File: src/rtl/rxdma_pkg.sv
package rxdma_pkg;
  parameter int RXD_AW = 32;
  parameter int RXD_DW = 32;
  parameter int RXD_LW = 16;
  localparam int DESC_WORDS = 4;
  localparam int IDX_W = $clog2(DESC_WORDS);
  localparam int F_BUF  = 0;
  localparam int F_LEN  = 1;
  localparam int F_OWN  = 2;
  localparam int F_NEXT = 3;

  typedef enum logic [2:0] {
    S_IDLE, S_CHK, S_FETCH, S_EVAL, S_WAIT, S_WRITE, S_WB
  } rx_state_e;

  // byte address of the k-th 32-bit word after base
  function automatic logic [RXD_AW-1:0] word_addr(input logic [RXD_AW-1:0] base,
                                                   input logic [RXD_AW-1:0] k);
    return base + (k << 2);
  endfunction

  // true when the word about to complete is the last one of the buffer
  function automatic logic buf_full(input logic [RXD_LW-1:0] done_cnt,
                                    input logic [RXD_LW-1:0] len);
    logic [RXD_LW:0] nxt;
    nxt = {1'b0, done_cnt} + {{RXD_LW{1'b0}}, 1'b1};
    return nxt == {1'b0, len};
  endfunction
endpackage

File: src/rtl/rxdma_irq.sv
module rxdma_irq
  import rxdma_pkg::*;
(
  input  logic clk,
  input  logic rst_n,
  input  logic en,
  input  logic fifo_avail,
  input  logic self_off,
  input  logic flag_clr,
  input  logic stop_ie,
  output logic stop_flag,
  output logic irq_o
);
  always_ff @(posedge clk or negedge rst_n) begin
    if (!rst_n)        stop_flag <= 1'b0;
    else if (self_off) stop_flag <= 1'b1;
    else if (flag_clr) stop_flag <= 1'b0;
  end

  assign irq_o = (!en && fifo_avail) || (stop_flag && stop_ie);

  p_flag_sticky_r7: assert property (@(posedge clk) disable iff (!rst_n)
    stop_flag && !flag_clr |=> stop_flag);
  p_selfoff_flags_r5: assert property (@(posedge clk) disable iff (!rst_n)
    self_off |=> stop_flag);
  p_dma_masks_fifo_irq_r1: assert property (@(posedge clk) disable iff (!rst_n)
    en && !stop_ie |-> !irq_o);
endmodule

File: src/rtl/rxdma_engine.sv
module rxdma_engine
  import rxdma_pkg::*;
(
  input  logic              clk,
  input  logic              rst_n,
  input  logic              en_set,
  input  logic              en_clr,
  input  logic [RXD_AW-1:0] desc_base,
  output logic              en_o,
  output logic              self_off,
  input  logic              fifo_avail,
  input  logic [RXD_DW-1:0] fifo_rdata,
  output logic              fifo_pop,
  output logic              mem_req,
  output logic [RXD_AW-1:0] mem_addr,
  output logic [RXD_DW-1:0] mem_wdata,
  input  logic              mem_ack,
  output logic              dsc_req,
  output logic [RXD_AW-1:0] dsc_addr,
  input  logic [RXD_DW-1:0] dsc_rdata,
  input  logic              dsc_ack
);
  rx_state_e         st_q;
  logic              en_q, stop_pend_q, own_q;
  logic [RXD_AW-1:0] ptr_q, buf_q, nxt_q;
  logic [RXD_LW-1:0] len_q, cnt_q;
  logic [IDX_W-1:0]  idx_q;
  logic [RXD_DW-1:0] wdata_q;

  // named internal events
  logic stop_now, stop_point, sw_off, last_word;
  assign stop_now   = stop_pend_q || en_clr;
  assign stop_point = (st_q == S_CHK) || (st_q == S_EVAL) || (st_q == S_WAIT);
  assign sw_off     = stop_now && stop_point;
  assign self_off   = !sw_off && (((st_q == S_CHK) && (ptr_q == '0)) ||
                                  ((st_q == S_EVAL) && !own_q));
  assign last_word  = buf_full(cnt_q, len_q);

  assign en_o      = en_q;
  assign fifo_pop  = (st_q == S_WAIT) && !stop_now && fifo_avail;
  assign dsc_req   = (st_q == S_FETCH);
  assign dsc_addr  = word_addr(ptr_q, RXD_AW'(idx_q));
  assign mem_req   = (st_q == S_WRITE) || (st_q == S_WB);
  assign mem_addr  = (st_q == S_WB) ? word_addr(ptr_q, RXD_AW'(F_OWN))
                                    : word_addr(buf_q, RXD_AW'(cnt_q));
  assign mem_wdata = (st_q == S_WB) ? '0 : wdata_q;

  always_ff @(posedge clk or negedge rst_n) begin
    if (!rst_n) begin
      st_q <= S_IDLE; en_q <= 1'b0; stop_pend_q <= 1'b0; own_q <= 1'b0;
      ptr_q <= '0; buf_q <= '0; nxt_q <= '0; len_q <= '0; cnt_q <= '0;
      idx_q <= '0; wdata_q <= '0;
    end else begin
      if (en_q && en_clr) stop_pend_q <= 1'b1;
      if (sw_off || self_off) begin
        st_q <= S_IDLE; en_q <= 1'b0; stop_pend_q <= 1'b0;
      end else begin
        unique case (st_q)
          S_IDLE: if (en_set) begin
            en_q <= 1'b1; ptr_q <= desc_base; stop_pend_q <= 1'b0; st_q <= S_CHK;
          end
          S_CHK: begin
            idx_q <= '0; st_q <= S_FETCH;
          end
          S_FETCH: if (dsc_ack) begin
            case (int'(idx_q))
              F_BUF:   buf_q <= dsc_rdata[RXD_AW-1:0];
              F_LEN:   len_q <= dsc_rdata[RXD_LW-1:0];
              F_OWN:   own_q <= dsc_rdata[0];
              default: nxt_q <= dsc_rdata[RXD_AW-1:0];
            endcase
            idx_q <= idx_q + 1'b1;
            if (int'(idx_q) == F_NEXT) st_q <= S_EVAL;
          end
          S_EVAL: begin
            cnt_q <= '0;
            st_q  <= (len_q == '0) ? S_WB : S_WAIT;
          end
          S_WAIT: if (fifo_avail) begin
            wdata_q <= fifo_rdata; st_q <= S_WRITE;
          end
          S_WRITE: if (mem_ack) begin
            cnt_q <= cnt_q + 1'b1;
            st_q  <= last_word ? S_WB : S_WAIT;
          end
          S_WB: if (mem_ack) begin
            ptr_q <= nxt_q; st_q <= S_CHK;
          end
          default: st_q <= S_IDLE;
        endcase
      end
    end
  end

  p_pop_needs_avail_r2: assert property (@(posedge clk) disable iff (!rst_n)
    fifo_pop |-> fifo_avail);
  p_req_held_r2: assert property (@(posedge clk) disable iff (!rst_n)
    mem_req && !mem_ack |=> mem_req && $stable(mem_addr) && $stable(mem_wdata));
  p_one_access_r2: assert property (@(posedge clk) disable iff (!rst_n)
    !(mem_req && dsc_req));
  p_selfoff_drops_en_r5: assert property (@(posedge clk) disable iff (!rst_n)
    self_off |=> !en_o);
  p_no_pop_disabled_r8: assert property (@(posedge clk) disable iff (!rst_n)
    fifo_pop |-> en_o);
  p_set_ignored_r9: assert property (@(posedge clk) disable iff (!rst_n)
    en_o && en_set && !en_clr && !stop_pend_q && !self_off |=> en_o);
endmodule

File: src/rtl/rxdma_mover.sv
module rxdma_mover
  import rxdma_pkg::*;
(
  input  logic              clk,
  input  logic              rst_n,
  input  logic              en_set,
  input  logic              en_clr,
  input  logic [RXD_AW-1:0] desc_base,
  input  logic              stop_ie,
  input  logic              flag_clr,
  output logic              en_o,
  output logic              stop_flag,
  output logic              irq_o,
  input  logic              fifo_avail,
  input  logic [RXD_DW-1:0] fifo_rdata,
  output logic              fifo_pop,
  output logic              mem_req,
  output logic [RXD_AW-1:0] mem_addr,
  output logic [RXD_DW-1:0] mem_wdata,
  input  logic              mem_ack,
  output logic              dsc_req,
  output logic [RXD_AW-1:0] dsc_addr,
  input  logic [RXD_DW-1:0] dsc_rdata,
  input  logic              dsc_ack
);
  logic self_off;

  rxdma_engine u_eng (
    .clk, .rst_n, .en_set, .en_clr, .desc_base, .en_o, .self_off,
    .fifo_avail, .fifo_rdata, .fifo_pop,
    .mem_req, .mem_addr, .mem_wdata, .mem_ack,
    .dsc_req, .dsc_addr, .dsc_rdata, .dsc_ack
  );

  rxdma_irq u_irq (
    .clk, .rst_n, .en(en_o), .fifo_avail, .self_off, .flag_clr, .stop_ie,
    .stop_flag, .irq_o
  );
endmodule

File: config.mk
export PLATFORM = sky130hd
export DESIGN_NAME = rxdma_mover
export DESIGN_NICKNAME = d
export VERILOG_FILES = /design/src/rtl/rxdma_pkg.sv /design/src/rtl/rxdma_irq.sv /design/src/rtl/rxdma_engine.sv /design/src/rtl/rxdma_mover.sv
export SDC_FILE = /design/constraint.sdc
export NUM_CORES = 1
export LEC_CHECK = 0
export ABC_CLOCK_PERIOD_IN_PS = 5600
export BUFFER_PORTS_ARGS = -buffer_cell sky130_fd_sc_hd__buf_2
export CORE_MARGIN = 2
export CORE_UTILIZATION = 30
export CTS_CLUSTER_DIAMETER = 80
export DETAILED_ROUTE_END_ITERATION = 8
export SYNTH_ARGS = -nofsm -noshare
export SYNTH_HDL_FRONTEND = slang
export SYNTH_HIERARCHICAL = 1
export SYNTH_SLANG_ARGS = --single-unit
File: constraint.sdc
create_clock -name clk -period 5.6 [get_ports clk]
set_clock_uncertainty 0.05 [all_clocks]
set_input_delay 1.12 -clock clk [delete_from_list [all_inputs] [get_ports clk]]
set_output_delay 1.12 -clock clk [all_outputs]
set_load 0.005 [all_outputs]
## Word-level counts from Yosys, hierarchy flattened

Cells that the tools add are included.

- Add/sub/neg operators: 6
- Equality and inequality tests: 20
- Mux-type cells: 28
- Bitwise gates (word level): 2
- Reduce and logical (&&, ||, !) cells: 41

Operator list:

| cell | number |
|---|---|
| $mux W32 | 4 |
| $pmux W32 S2 | 1 |
| $add A32 B18 Y32 | 1 |
| $add A32 B4 Y32 | 1 |
| $add A32 B4 Y32 const B | 1 |
| $logic_not A32 Y1 | 1 |
| $pmux W16 S2 | 1 |
| $mux W3 | 7 |
| $pmux W3 S7 | 1 |
| $reduce_and A4 Y1 | 5 |
| $add A16 B1 Y17 const B | 1 |
| $eq A17 B16 Y1 | 1 |
| $add A16 B1 Y16 const B | 1 |
| $logic_not A16 Y1 | 1 |
| $mux W16 | 1 |
| $reduce_bool A2 Y1 | 6 |
| $eq A3 B3 Y1 const B | 3 |
| $logic_and A1 B1 Y1 | 9 |
| $mux W1 | 9 |
| $ne A3 B3 Y1 const B | 3 |
| $reduce_and A3 Y1 | 3 |
| $logic_or A1 B1 Y1 | 7 |
| $eq A3 B2 Y1 const B | 2 |
| $mux W2 | 3 |
| other kinds (16) | 24 |

- Register bits: 169
- Input port bits: 105
- Output and inout port bits: 102
- Logic and storage cells: 109

## Longest topological paths before layout

- Depth in word-level cells: 9
- Mapped depth: 10
- Depth with buffers taken out: 10

## Hierarchy

The synthesis kept the hierarchy.

Modules (own cells, without submodules):

| module | instances | cells an instance | area each (um^2) | sequential area each (um^2) |
|---|---|---|---|---|
| rxdma_engine | 1 | 1030 | 10276.1 | 4204.0 |
| rxdma_irq | 1 | 6 | 52.6 | 25.0 |

## Worst setup path after synthesis

OpenSTA, ideal clock, no wires.

- Kind: reg2out
- Start: reg u_eng.ptr_q[3]
- End: out dsc_addr[28]
- Data arrival time: 2361 ps
- Data required time: 4430 ps
- Setup slack: 2069 ps
- Cell stages (with the launch flop): 9
- Path buffers: 1
- Cells stage by stage: dfrtp_1 > clkbuf_1 > inv_1 > fa_1 > and2b_1 > nand3_2 > or4_4 > nor2_1 > xor2_1

- Longest elaborated chain between the ends: 1

RTL lines:

| what | line | RTL |
|---|---|---|
| from (decl) | rxdma_engine.sv:25 | `logic [RXD_AW-1:0] ptr_q, buf_q, nxt_q;` |
| from (signal assigned) | rxdma_engine.sv:51 | `ptr_q <= '0; buf_q <= '0; nxt_q <= '0; len_q <= '0; cnt_q <= '0;` |
| from (signal assigned) | rxdma_engine.sv:60 | `en_q <= 1'b1; ptr_q <= desc_base; stop_pend_q <= 1'b0; st_q <= S_CHK;` |
| from (signal assigned) | rxdma_engine.sv:87 | `ptr_q <= nxt_q; st_q <= S_CHK;` |
| $add A32 B4 Y32 | rxdma_pkg.sv:19 | `return base + (k << 2);` |
| to (decl) | rxdma_mover.sv:22 | `output logic [RXD_AW-1:0] dsc_addr,` |

Every way passes these cells.

## Worst setup path in the final report

- Start: reg u_eng.cnt_q[0]
- End: out mem_addr[20]

- Longest elaborated chain between the ends: 2

RTL lines:

| what | line | RTL |
|---|---|---|
| from (decl) | rxdma_engine.sv:26 | `logic [RXD_LW-1:0] len_q, cnt_q;` |
| from (signal assigned) | rxdma_engine.sv:83 | `cnt_q <= cnt_q + 1'b1;` |
| $add A32 B18 Y32 | rxdma_pkg.sv:19 |  |
| $mux W32 | rxdma_engine.sv:44 | `assign mem_addr = (st_q == S_WB) ? word_addr(ptr_q, RXD_AW'(F_OWN))` |
| to (decl) | rxdma_mover.sv:18 | `output logic [RXD_AW-1:0] mem_addr,` |

Every way passes these cells.

==> results.txt <==
The largest area contributor in the synthesized netlist is sky130_fd_sc_hd__dfrtp_1. The total of buffers placed on input and output ports is 206. The total number of H-tree levels came out at 4. The worst pin sits at a relative slew slack of 38.0%.

The depth of the worst hold-timing path is 1. The fraction of the mapped netlist area in compound gates is 10.2%. The path type of the worst min-delay path is reg2reg. The routed length on met1 came out at 13.2 mm.

Entering global routing, the biggest net connects 96 pins. The count of pins over their slew limit came to 0. Measured in cells, the most critical reg-to-reg path has a length of 7. Sorting the synthesized cells by area gives the leading types as sky130_fd_sc_hd__dfrtp_1 41%, sky130_fd_sc_hd__mux2_2 12%, sky130_fd_sc_hd__xnor2_1 4.5%.

The final total negative setup slack is 0 ns. The net count of the finished layout came out at 1331. Synthesis inferred 169 register bits. The finished layout cell area came out at 12300 um2. Registers take 4230 um2. After detailed routing, the number of vias per cell comes to 5.02. The met3 routed wirelength is 1.72 mm. The kind of start point of the critical path is a flip-flop.

Multiplexer cells account for 15.9% of the synthesized area. The post-synthesis instance area came out at 10300 um2. After Yosys synthesis, and, or, nand and nor cells account for 16.8% of the synthesized area. The sequential-to-total area share from yosys stat is 40.9%.

The total iterations of the first detailed-routing run is 5. The CTS sink count is 169. The initial antenna violation count came out at 7.

The number of buffers created by CTS came out at 17. The overall die area is 35900 um2. The transition time at the pin with the least slew margin is 0.917 ns. The placed instances occupy a cell area of 11600 um2. The XOR/XNOR share of the synthesized area came out at 8.65%. The number of cells upsized or downsized after cts is 0. The number of global-route vias before repair is 8096. The clock passes through at most 2 buffers. Along the worst path, the maximum fanout reaches 7. By count the netlist is led by 169 x sky130_fd_sc_hd__dfrtp_1, 112 x sky130_fd_sc_hd__mux2_2, 105 x sky130_fd_sc_hd__nand2_1, 74 x sky130_fd_sc_hd__o21ai_0, 53 x sky130_fd_sc_hd__xnor2_1. The hold buffer count at cts came out at 0. The effective utilization at floorplan came out at 30.6%. In the synthesized netlist, the number of instances is 1036. CTS placed an instance of sky130_fd_sc_hd__clkbuf_16 at the clock tree root.

Counting I/O delays and the setup requirement, the final critical path takes 4.30 ns. The total of warnings raised by yosys came out at 6. Counting flops with a built-in enable in the synthesized netlist gives 0. The number of top-level pins came out at 207. The count of nets left with antenna violations once routing finished came out at 0. After detailed routing, the number of remaining DRC violations is 0.

The CTS clock-pin slew for the worst setup and hold paths is 0.06 ns. By startpoint and endpoint, the worst setup path is classified as reg2out. The leakage power of the design is 0.00561 uW. The endpoint kind of the worst setup timing path is an output pin. The number of distinct library cell variants in the gate-level netlist after synthesis is 68. Final hold analysis gives a worst-case slack of 0.443 ns. The post-synthesis adder-cell area fraction is 3.42%. The half-perimeter wire length after detailed placement is 23.3 mm. The average routed wire per standard cell came out at 18.2 um.

The wire length reported by the detailed router came out at 30.3 mm. The routability congestion estimate from global placement is 0.887. The critical path arrival is 3.13 ns.

The combined global-route utilization of all metal layers came out at 16.9%. The met2 layer wire length in the routed design is 14.7 mm. Synthesis produced a netlist with a net count of 1168.

The number of fill cells came out at 3420. The growth of design area from synthesis to finish came out at 18.9%. The area of the multi-input gates came out at 5700 um2.

Summed over all layers, the global routing overflow is 0. The number of DRC violations after detailed-routing iteration 0 came out at 405. The count of standard-cell rows came out at 67. The fraction of final layout cells with drive strength greater than 1 came out at 31.2%. The latest clock arrival within the worst-skew pair is 0.43 ns. The reported max-cap violation count came out at 0.

The proportion of netlist area held by the largest area contributor is 40.9%. TritonCTS built the clock tree. The areal power density over the cells came out at 482 nW/um2. The share of flip-flops with an asynchronous set or reset came out at 100%. The worst endpoint required time came out at 4.43 ns. Among all cell types in the netlist, the one instantiated most often is sky130_fd_sc_hd__dfrtp_1.

A synthesized cell averages 9.97 um2. The combinational family with the most area after synthesis is simple AND/OR/NAND/NOR gates. The number of buffers added for setup after CTS came out at 0. From bottom edge to top edge, the die measures 190 um. The floorplan step set the die width to 190 um. Setup repair after global routing left no endpoint under its margin. The worst-case vdd ir drop is 0.000264 V. The wire length of the first global-routing pass came out at 46.6 mm.

The count of endpoints failing hold in the final timing report is 0. The detailed router used layers up to and including met5. The number of setup violations in the final report came out at 0. The run finished with clean final reports. The fraction of the cycle the final worst path needs is 76.7%. The floorplan core area is 33700 um2. The detailed router placed 8348 vias in this run.

For this run, the leading register cell type out of synthesis is sky130_fd_sc_hd__dfrtp_1. Based on the critical path, the design can be clocked at up to 233 MHz.
where the power goes:
part	internal, uW	switching (uW)
clock network	805	494
registers	1720	576
logic	1170	1160
cells in the final DEF (no fill, tap or decap), types with 6 or more instances in the layout:
master                        n
sky130_fd_sc_hd__a21oi_1     42
sky130_fd_sc_hd__and2_1      40
sky130_fd_sc_hd__and3_1      17
sky130_fd_sc_hd__and4_1       7
sky130_fd_sc_hd__buf_2      205
sky130_fd_sc_hd__buf_4        9
sky130_fd_sc_hd__clkbuf_16   17
sky130_fd_sc_hd__dfrtp_1    169
sky130_fd_sc_hd__ha_1        25
sky130_fd_sc_hd__inv_1       12
sky130_fd_sc_hd__mux2_2     112
sky130_fd_sc_hd__mux2i_1     35
sky130_fd_sc_hd__nand2_1    104
sky130_fd_sc_hd__nand2b_1     6
sky130_fd_sc_hd__nand3_1     31
sky130_fd_sc_hd__nand4_1     15
sky130_fd_sc_hd__nor2_1      51
sky130_fd_sc_hd__nor3_1       9
sky130_fd_sc_hd__nor4_1      16
sky130_fd_sc_hd__o211ai_1     8
sky130_fd_sc_hd__o21ai_0     74
sky130_fd_sc_hd__o31ai_1     10
sky130_fd_sc_hd__xnor2_1     53
sky130_fd_sc_hd__xor2_1      49
flip-flops by register name, indices dropped and copies added, names as in the netlist, 2 cells and up:
signal and count:
u_eng/idx_q 2, u_eng/cnt_q 16, u_eng/st_q 3, u_eng/wdata_q 32, u_eng/nxt_q 32, u_eng/buf_q 32, u_eng/len_q 16, u_eng/ptr_q 32
worst max-delay path: stages, from the launching register on:
cell and delay [ns]:
sky130_fd_sc_hd__dfrtp_1 0.46, sky130_fd_sc_hd__ha_1 0.24, sky130_fd_sc_hd__inv_1 0.06, sky130_fd_sc_hd__fa_1 0.39
sky130_fd_sc_hd__nor2b_1 0.15, sky130_fd_sc_hd__o31ai_1 0.14, sky130_fd_sc_hd__a211o_1 0.32, sky130_fd_sc_hd__a31oi_4 0.35
sky130_fd_sc_hd__nand3_1 0.14, sky130_fd_sc_hd__xor2_1 0.15, sky130_fd_sc_hd__a21oi_1 0.15, sky130_fd_sc_hd__buf_2 0.13
metrics by stage:
stage	setup WS, ns	power [uW]	util, %	std cells
2_1_floorplan	2.07	3720	-	1036
3_3_place_gp	1.81	4600	34.5	1628
3_5_place_dp	1.75	4650	34.5	1628
4_1_cts	1.27	5980	36.4	1660
5_1_grt	1.03	6340	36.4	1660
6_report	1.30	5920	36.5	1662
per-layer routing:
layer / vias up / global-route usage [%]
met4: 8 / 4.95
met2: 234 / 28.2
met5: - / 0
li1: 3986 / -
met3: 38 / 3.71
met1: 4082 / 21.9
cell type report:
cell class / count / area share [%]
multi-input cells: 784 / 46.4
flip-flops and latches: 169 / 34.4
repair buffers: 215 / 8.99
well taps: 448 / 4.56
clock buffers: 21 / 3.67
clock inverters: 11 / 1.59
inverters: 12 / 0.367
diodes: 2 / 0.0407
cell families (layout without fill, tap and decap cells):
logic type,Yosys count,in the layout
AO/OA/AOI/OAI,176,176
XOR/XNOR,102,102
adder cells (fa/ha/maj),27,27
buffers and inverters,83,259
flip-flops,169,169
multiplexers,150,150
other,0,2
AND/OR/NAND/NOR,329,329
path summary, 6_finish.rpt:
| kind | start | to | slack, ns |
|---|---|---|---|
| hold / removal | u_eng/nxt_q[9] | u_eng/nxt_q[9] | 0.44 |
| setup / recovery | u_eng/cnt_q[0] | mem_addr[20] | 1.30 |
| hold reg to reg | u_eng/nxt_q[9] | u_eng/nxt_q[9] | 0.44 |
| max in group asynchronous | rst_n | u_eng/buf_q[8] | 3.74 |
| setup reg to reg | u_eng/st_q[1] | u_eng/ptr_q[15] | 2.47 |
| min in group asynchronous | rst_n | u_eng/buf_q[18] | 0.71 |
Note: power is estimated with default switching activity, not from simulation.
